**config.mk**
```make
export PLATFORM = sky130hd
export DESIGN_NAME = cfgstream_decoder
export DESIGN_NICKNAME = d
export VERILOG_FILES = /design/src/rtl/cfgdec_pkg.sv /design/src/rtl/cfgdec_classify.sv /design/src/rtl/cfgdec_pending.sv /design/src/rtl/cfgdec_regbank.sv /design/src/rtl/cfgstream_decoder.sv
export SDC_FILE = /design/constraint.sdc
export NUM_CORES = 1
export LEC_CHECK = 0
export CAP_MARGIN = 20
export CORE_MARGIN = 5
export CORE_UTILIZATION = 50
export CTS_CLUSTER_DIAMETER = 60
export DETAILED_ROUTE_END_ITERATION = 6
export PLACE_DENSITY = 0.92
export SLEW_MARGIN = 20
export SYNTH_ARGS = -nofsm -noshare
export SYNTH_HDL_FRONTEND = slang
export SYNTH_SLANG_ARGS = --single-unit
```
**constraint.sdc**
```tcl
create_clock -name clk -period 5.5 [get_ports clk]
set_input_delay 0.825 -clock clk [delete_from_list [all_inputs] [get_ports clk]]
set_output_delay 0.825 -clock clk [all_outputs]
set_load 0.05 [all_outputs]
```
**src/rtl/cfgdec_pkg.sv**
```systemverilog
package cfgdec_pkg;
  localparam int BYTE_W = 8;

  // Parameter slots; a lower index is consumed first
  typedef enum logic [3:0] {
    SL_A_LO   = 4'd0,
    SL_A_HI   = 4'd1,
    SL_LEN_LO = 4'd2,
    SL_LEN_HI = 4'd3,
    SL_A_TIM  = 4'd4,
    SL_B_TIM  = 4'd5,
    SL_PRESC  = 4'd6,
    SL_DROP0  = 4'd7,
    SL_DROP1  = 4'd8,
    SL_B_LO   = 4'd9,
    SL_B_HI   = 4'd10,
    SL_RMASK  = 4'd11
  } slot_e;

  localparam int NSLOT   = 12;
  localparam int SLOT_IW = $clog2(NSLOT);

  typedef enum logic [2:0] {
    BK_NONE, BK_XFER, BK_PORTA, BK_PORTB, BK_ENAB, BK_MODE, BK_RSTRT, BK_CMD
  } base_kind_e;

  localparam logic [BYTE_W-1:0] OP_LOAD   = 8'hCF;
  localparam logic [BYTE_W-1:0] OP_CONT   = 8'hD3;
  localparam logic [BYTE_W-1:0] OP_ENABLE = 8'h87;
  localparam logic [BYTE_W-1:0] OP_DISABL = 8'h83;
  localparam logic [BYTE_W-1:0] OP_RMASK  = 8'hBB;
endpackage

```
**src/rtl/cfgdec_classify.sv**
```systemverilog
module cfgdec_classify
  import cfgdec_pkg::*;
(
  input  logic [BYTE_W-1:0] byte_i,
  output base_kind_e        kind_o,
  output logic [NSLOT-1:0]  follow_o,
  output logic              op_load_o,
  output logic              op_cont_o,
  output logic              op_en_o,
  output logic              op_dis_o
);
  always_comb begin
    kind_o    = BK_NONE;
    follow_o  = '0;
    op_load_o = 1'b0;
    op_cont_o = 1'b0;
    op_en_o   = 1'b0;
    op_dis_o  = 1'b0;
    if (!byte_i[7]) begin
      if (byte_i[1:0] != 2'b00) begin
        kind_o              = BK_XFER;
        follow_o[SL_A_LO]   = byte_i[3];
        follow_o[SL_A_HI]   = byte_i[4];
        follow_o[SL_LEN_LO] = byte_i[5];
        follow_o[SL_LEN_HI] = byte_i[6];
      end else if (byte_i[2]) begin
        kind_o             = BK_PORTA;
        follow_o[SL_A_TIM] = byte_i[6];
      end else begin
        kind_o             = BK_PORTB;
        follow_o[SL_B_TIM] = byte_i[6];
      end
    end else begin
      case (byte_i[1:0])
        2'b00: begin
          kind_o             = BK_ENAB;
          op_en_o            = byte_i[6];
          follow_o[SL_DROP0] = byte_i[3];
          follow_o[SL_DROP1] = byte_i[4];
        end
        2'b01: begin
          kind_o            = BK_MODE;
          follow_o[SL_B_LO] = byte_i[2];
          follow_o[SL_B_HI] = byte_i[3];
        end
        2'b10: begin
          if (!byte_i[6] && !byte_i[2]) kind_o = BK_RSTRT;
        end
        default: begin
          kind_o = BK_CMD;
          case (byte_i)
            OP_LOAD:   op_load_o = 1'b1;
            OP_CONT:   op_cont_o = 1'b1;
            OP_ENABLE: op_en_o   = 1'b1;
            OP_DISABL: op_dis_o  = 1'b1;
            OP_RMASK:  follow_o[SL_RMASK] = 1'b1;
            default: ;
          endcase
        end
      endcase
    end
  end
endmodule

```
**src/rtl/cfgdec_pending.sv**
```systemverilog
module cfgdec_pending #(
  parameter int N  = 12,
  parameter int IW = $clog2(N)
) (
  input  logic          clk,
  input  logic          rst,
  input  logic          take_i,
  input  logic [N-1:0]  follow_i,
  input  logic [N-1:0]  extra_i,
  output logic          busy_o,
  output logic [IW-1:0] cur_o
);
  logic [N-1:0] pend_q, pend_d, sel_oh;
  logic [N:0]   seen;

  assign seen[0] = 1'b0;
  for (genvar i = 0; i < N; i++) begin : g_pick
    assign sel_oh[i]  = pend_q[i] & ~seen[i];
    assign seen[i+1]  = seen[i] | pend_q[i];
  end

  assign busy_o = seen[N];

  always_comb begin
    cur_o = '0;
    for (int i = 0; i < N; i++)
      if (sel_oh[i]) cur_o = cur_o | IW'(i);
  end

  always_comb begin
    pend_d = pend_q;
    if (take_i) begin
      if (busy_o) pend_d = (pend_q & ~sel_oh) | extra_i;
      else        pend_d = follow_i;
    end
  end

  always_ff @(posedge clk) begin
    if (rst) pend_q <= '0;
    else     pend_q <= pend_d;
  end

  // a parameter byte never grows the pending set
  assert_param_shrinks_R9: assert property (@(posedge clk) disable iff (rst)
    (take_i && busy_o) |=> ($countones(pend_q) <= $past($countones(pend_q))));

  // nothing pending right after reset
  assert_reset_empty_R1: assert property (@(posedge clk) disable iff (rst)
    $past(rst) |-> (pend_q == '0));
endmodule

```
**src/rtl/cfgdec_regbank.sv**
```systemverilog
module cfgdec_regbank
  import cfgdec_pkg::*;
#(
  parameter int WORD_W = 2 * BYTE_W
) (
  input  logic              clk,
  input  logic              rst,
  input  logic              wr_base_i,
  input  base_kind_e        kind_i,
  input  logic              wr_param_i,
  input  slot_e             slot_i,
  input  logic [BYTE_W-1:0] data_i,
  output logic              dir_ab_o,
  output logic              a_io_o,
  output logic [1:0]        a_mode_o,
  output logic [1:0]        a_cyc_o,
  output logic [WORD_W-1:0] a_start_o,
  output logic [WORD_W-1:0] len_o,
  output logic              b_io_o,
  output logic [1:0]        b_mode_o,
  output logic [1:0]        b_cyc_o,
  output logic [WORD_W-1:0] b_start_o,
  output logic [BYTE_W-1:0] presc_o,
  output logic              burst_o,
  output logic              cew_o,
  output logic              restart_o,
  output logic [BYTE_W-1:0] rmask_o
);
  localparam int HI = WORD_W - 1;
  localparam int LO = BYTE_W - 1;

  always_ff @(posedge clk) begin
    if (rst) begin
      dir_ab_o  <= 1'b0;
      a_io_o    <= 1'b0;
      a_mode_o  <= '0;
      a_cyc_o   <= '0;
      a_start_o <= '0;
      len_o     <= '0;
      b_io_o    <= 1'b0;
      b_mode_o  <= '0;
      b_cyc_o   <= '0;
      b_start_o <= '0;
      presc_o   <= '0;
      burst_o   <= 1'b0;
      cew_o     <= 1'b0;
      restart_o <= 1'b0;
      rmask_o   <= '0;
    end else if (wr_base_i) begin
      case (kind_i)
        BK_XFER:  dir_ab_o <= data_i[2];
        BK_PORTA: begin a_io_o <= data_i[3]; a_mode_o <= data_i[5:4]; end
        BK_PORTB: begin b_io_o <= data_i[3]; b_mode_o <= data_i[5:4]; end
        BK_MODE:  if (data_i[6:5] != 2'b11) burst_o <= (data_i[6:5] == 2'b10);
        BK_RSTRT: begin cew_o <= data_i[4]; restart_o <= data_i[5]; end
        default: ;
      endcase
    end else if (wr_param_i) begin
      case (slot_i)
        SL_A_LO:   a_start_o[LO:0]      <= data_i;
        SL_A_HI:   a_start_o[HI:BYTE_W] <= data_i;
        SL_LEN_LO: len_o[LO:0]          <= data_i;
        SL_LEN_HI: len_o[HI:BYTE_W]     <= data_i;
        SL_A_TIM:  a_cyc_o              <= data_i[1:0];
        SL_B_TIM:  b_cyc_o              <= data_i[1:0];
        SL_PRESC:  presc_o              <= data_i;
        SL_B_LO:   b_start_o[LO:0]      <= data_i;
        SL_B_HI:   b_start_o[HI:BYTE_W] <= data_i;
        SL_RMASK:  rmask_o              <= data_i;
        default: ;
      endcase
    end
  end

  // no write, no change
  assert_idle_hold_R10: assert property (@(posedge clk) disable iff (rst)
    !(wr_base_i || wr_param_i) |=> ($stable(a_start_o) && $stable(len_o)
      && $stable(b_start_o) && $stable(presc_o) && $stable(rmask_o)));

  // a discarded parameter byte leaves every field alone
  assert_drop_hold_R5: assert property (@(posedge clk) disable iff (rst)
    (wr_param_i && !wr_base_i && (slot_i == SL_DROP0 || slot_i == SL_DROP1))
      |=> ($stable(a_start_o) && $stable(len_o) && $stable(b_start_o)
           && $stable(presc_o) && $stable(rmask_o) && $stable(a_cyc_o)
           && $stable(b_cyc_o)));

  // the port A timing byte lands in the cycle code
  assert_a_timing_R3: assert property (@(posedge clk) disable iff (rst)
    (wr_param_i && !wr_base_i && slot_i == SL_A_TIM)
      |=> (a_cyc_o == $past(data_i[1:0])));
endmodule

```
**src/rtl/cfgstream_decoder.sv**
```systemverilog
module cfgstream_decoder
  import cfgdec_pkg::*;
(
  input  logic        clk,
  input  logic        rst,
  input  logic        in_valid,
  output logic        in_ready,
  input  logic [7:0]  in_data,
  output logic        dir_a_to_b,
  output logic        a_is_io,
  output logic [1:0]  a_addr_mode,
  output logic [1:0]  a_cycle,
  output logic [15:0] a_start,
  output logic [15:0] blk_len,
  output logic        b_is_io,
  output logic [1:0]  b_addr_mode,
  output logic [1:0]  b_cycle,
  output logic [15:0] b_start,
  output logic [7:0]  prescale,
  output logic        burst_mode,
  output logic        ce_wait_mode,
  output logic        auto_restart,
  output logic [7:0]  read_mask,
  output logic        cmd_load,
  output logic        cmd_continue,
  output logic        cmd_enable,
  output logic        cmd_disable
);
  logic               ready_q, accept, busy;
  logic [SLOT_IW-1:0] cur_idx;
  slot_e              cur_slot;
  base_kind_e         kind;
  logic [NSLOT-1:0]   follow, extra;
  logic               op_load, op_cont, op_en, op_dis;

  always_ff @(posedge clk) begin
    if (rst) ready_q <= 1'b0;
    else     ready_q <= 1'b1;
  end
  assign in_ready = ready_q;
  assign accept   = in_valid && ready_q;
  assign cur_slot = slot_e'(cur_idx);

  cfgdec_classify u_cls (
    .byte_i(in_data), .kind_o(kind), .follow_o(follow),
    .op_load_o(op_load), .op_cont_o(op_cont), .op_en_o(op_en), .op_dis_o(op_dis)
  );

  // the port B timing byte may queue the pacing byte
  always_comb begin
    extra = '0;
    extra[SL_PRESC] = (cur_slot == SL_B_TIM) && in_data[5];
  end

  cfgdec_pending #(.N(NSLOT), .IW(SLOT_IW)) u_pend (
    .clk(clk), .rst(rst), .take_i(accept), .follow_i(follow),
    .extra_i(extra), .busy_o(busy), .cur_o(cur_idx)
  );

  cfgdec_regbank u_regs (
    .clk(clk), .rst(rst),
    .wr_base_i(accept && !busy), .kind_i(kind),
    .wr_param_i(accept && busy), .slot_i(cur_slot), .data_i(in_data),
    .dir_ab_o(dir_a_to_b), .a_io_o(a_is_io), .a_mode_o(a_addr_mode),
    .a_cyc_o(a_cycle), .a_start_o(a_start), .len_o(blk_len),
    .b_io_o(b_is_io), .b_mode_o(b_addr_mode), .b_cyc_o(b_cycle),
    .b_start_o(b_start), .presc_o(prescale), .burst_o(burst_mode),
    .cew_o(ce_wait_mode), .restart_o(auto_restart), .rmask_o(read_mask)
  );

  always_ff @(posedge clk) begin
    if (rst || !(accept && !busy)) begin
      cmd_load     <= 1'b0;
      cmd_continue <= 1'b0;
      cmd_enable   <= 1'b0;
      cmd_disable  <= 1'b0;
    end else begin
      cmd_load     <= op_load;
      cmd_continue <= op_cont;
      cmd_enable   <= op_en;
      cmd_disable  <= op_dis;
    end
  end

  // strobes are exclusive
  assert_strobe_onehot_R8: assert property (@(posedge clk) disable iff (rst)
    $onehot0({cmd_load, cmd_continue, cmd_enable, cmd_disable}));

  // a load strobe follows a base 0xCF
  assert_load_origin_R8: assert property (@(posedge clk) disable iff (rst)
    cmd_load |-> $past(accept && !busy && in_data == OP_LOAD));

  // parameter bytes never strobe
  assert_param_quiet_R9: assert property (@(posedge clk) disable iff (rst)
    (accept && busy) |=> !(cmd_load || cmd_continue || cmd_enable || cmd_disable));

  // an idle cycle raises no strobe
  assert_idle_quiet_R10: assert property (@(posedge clk) disable iff (rst)
    !accept |=> !(cmd_load || cmd_continue || cmd_enable || cmd_disable));
endmodule

```
==> results by group <==
STA
  – Final Max Slew Viols: 0
  – Final min period: 3.35 ns
  – # setup viols final: 0
  – RSZ-0062 raised after global routing: false
  – Skew final: 0.0115 ns
  – Fmax: 298 MHz
  – Final setup TNS: 0 ns
  – Slew headroom: 30.9%
  – Fin. Hold Viols: 0
  – Worst-Margin Slew: 1.03 ns
  – Final period util: 61.0%

Die
  – Die Ht: 99.6 um
  – Core Box Area: 7770 sq um
  – Die area: 9910 sq um
  – # rows: 32
  – Io pins: 94
  – DIE WIDTH: 99.6 um
  – Starting Density: 51.6%

Setup path
  – Slowest cell delay on critical path: 0.87 ns
  – CP endpoint kind: flop
  – R2r setup slk: 2.62 ns
  – CP Data Arrival Time: 3.66 ns
  – Worst reg2reg startpoint: u_pend.pend_q[2]
  – Worst endpoint required time: 5.81 ns
  – Slowest-stage cell, CP: inv_2
  – FF-to-FF path depth: 4
  – R2r endpoint: u_regs.a_start_o[14]
  – Crit path buf inv count: 2
  – CP Launch Type: primary input
  – Critical path, cell by cell: clkdlybuf4s50_1 > inv_2 > nand2_1 > or4_1 > nor2_1
  – Delay-heaviest family, CP: buffers and inverters
  – CP max FO: 54
  – Setup Crit Path Kind: in -> reg

Power and ir drop
  – Pwr dens: 238 nW/um^2
  – VDD IR max: 143 uV
  – Pleak: 1.80 nW

Finish
  – Most frequent cells in the layout: 95 x dfxtp_1, 93 x clkdlybuf4s50_1, 81 x nand2_1
  – Diode count: 0
  – Fill cells: 561
  – Area used by multi-input combinational logic: 2010 sq um
  – Final Core Density: 66.6%
  – Nets: 498
  – Share of layout cells above drive strength 1: 7.32%
  – Most common cell after layout, fill and taps aside: dfxtp_1
  – Reg area: 1900 sq um
  – Area growth syn-to-layout: 29.0%

Placement
  – Dpl hpwl: 7.84 mm
  – Placer Congestion: 0.919
  – Port-buffer cells: 93

Global route
  – Number of global-route vias before repair: 3521
  – Antenna violations before repair: 0
  – Largest net degree at the start of global routing: 55
  – First-pass GRT wire length: 17.8 mm
  – GR Overflow Total: 0
  – Gr usage total: 22.4%

Synthesis
  – Post-synth top area share: 47.4%
  – Synth area leader: dfxtp_1
  – Net count after synthesis: 420
  – Syn Area/Cell: 9.81 sq um
  – Post-Synthesis Cells: 409
  – Ys flop type: dfxtp_1
  – Area contributors post-synth: dfxtp_1 47%, mux2i_1 16%, nand2_1 7.6%
  – Sequential-to-total area share from yosys stat: 47.4%
  – EDFF count, synth: 0
  – FFs w/ async S/R, synth: 0%
  – Yosys warns: 0
  – Synth cell types: 51
  – Syn Std Cell Area: 4010 sq um
  – Yosys reg bits: 95

Clocking
  – Max Buffers Root-to-Sink: 2
  – Clock latency on the worst-skew pair: 0.38 ns
  – Number of CTS-inserted buffers: 9
  – Postcts setup bufs: 0
  – Htree depth: 3
  – Hold_buf cts: 0
  – CTS tree: done
  – CTS clk-pin slew, worst paths: 0.10 ns
  – CTS Root Cell: clkbuf_8
  – CTS Sinks: 95
  – Post-CTS Resized: 0

Routing
  – Drt pass-1 iters: 5
  – Routed WL: 11.2 mm
  – Vias per inst: 6.00
  – M1 WL: 4.40 mm
  – Metal3 WL: 816 um
  – Final antenna-violating net count: 0
  – Initial drt markers: 348
  – Routed via count: 3562
  – Top Layer Used: met4
  – Routed len/inst: 18.8 um
  – Drt drc: 0
  – Met2 wire len: 5.73 mm

Job
  – MaxCap Viol Count: 0

Status
  – Status: complete, no violations

Min path
  – Hold Crit Class: reg -> reg
  – Worst Hold End: u_regs.a_start_o[10]
  – Hold depth: 2
  – Hold_sp: u_regs.a_start_o[10]
-- state kept, by name, indices dropped and copies added, names as in the netlist, 2 cells and up --
name              flops
u_regs.a_start_o     16
u_regs.b_start_o     16
u_regs.len_o         16
u_pend.pend_q        12
u_regs.presc_o        8
u_regs.rmask_o        8
u_regs.a_cyc_o        2
u_regs.a_mode_o       2
u_regs.b_cyc_o        2
u_regs.b_mode_o       2
-- worst reg2reg max path, stage by stage (launching register included) --
cell and delay, ns:
dfxtp_1 0.47, nor4_4 0.90, o211ai_4 0.31, a2111oi_4 0.84, mux2i_1 0.28
-- metrics by stage --
step / cells / instance area, sq um / setup slack (ns) / hold WS, ns / power, W
2_1_floorplan: 409 / 4010 / 3.21 / 0.472 / 0.000780
3_3_place_gp: 578 / 4990 / 1.93 / 0.447 / 0.000808
3_5_place_dp: 578 / 4990 / 1.81 / 0.449 / 0.000810
4_1_cts: 594 / 5170 / 2.20 / 0.465 / 0.00123
5_1_grt: 594 / 5180 / 1.90 / 0.485 / 0.00126
6_report: 594 / 5180 / 2.15 / 0.466 / 0.00123
-- metal layers --
metal | vias up | GRT usage [%]
met2 | 175 | 38.5
li1 | 1646 | -
met3 | 23 | 5.26
met1 | 1718 | 26.9
met4 | 0 | 9.03
met5 | - | 0
-- cell families after synthesis --
logic type,count (synthesis),synth area share (%)
AO/OA/AOI/OAI,67,14.1
buffers and inverters,32,3.12
multiplexers,65,16.2
AND/OR/NAND/NOR,150,19.2
flip-flops,95,47.4
-- cells in the mapped netlist, types with 2 or more instances --
master and count:
dfxtp_1 95, nand2_1 81, mux2i_1 65, clkbuf_1 22, a21oi_1 20, o41ai_1 11
nand3_1 10, nor2_1 9, o211ai_1 9, nand4_1 8, o21ai_0 7, nor3_1 6
nor4_1 6, nor2b_1 5, buf_2 3, inv_1 3, or2_2 3, or4_1 3
a2111oi_2 2, a2111oi_4 2, a32oi_1 2, buf_1 2, nand2b_1 2, nand4_2 2
nor4_4 2, nor4b_1 2, o31ai_1 2, or3_1 2
-- where the power goes --
| part | total (W) | switching (W) | leakage (nW) | internal, W |
|---|---|---|---|---|
| Combinational | 0.000102 | 0.0000747 | 0.951 | 0.0000273 |
| Clock | 0.000434 | 0.000262 | 0.0854 | 0.000172 |
| Sequential | 0.000696 | 0.00000509 | 0.766 | 0.000691 |
| Total | 0.00123 | 0.000342 | 1.80 | 0.000890 |
-- layout make-up --
class	count	area share (%)
clock buffer	10	2.47
clock inverter	6	1.02
inverter	4	0.290
multi-input combinational	282	38.7
sequential	95	36.7
tap	102	2.47
timing repair buffer	95	18.3
-- how the worst max path moves through the flow --
stage / startpoint / to / slack [ns] / depth (start not counted)
floorplan: in_valid / u_regs.b_start_o[5] / 3.21 / 4
global placement: rst / cmd_load / 1.93 / 5
global route: rst / cmd_load / 1.90 / 5
finish: rst / cmd_load / 2.15 / 5
CTS: rst / cmd_load / 2.20 / 5
detailed placement: rst / cmd_load / 1.81 / 5
(Power assumes the default switching activity.)
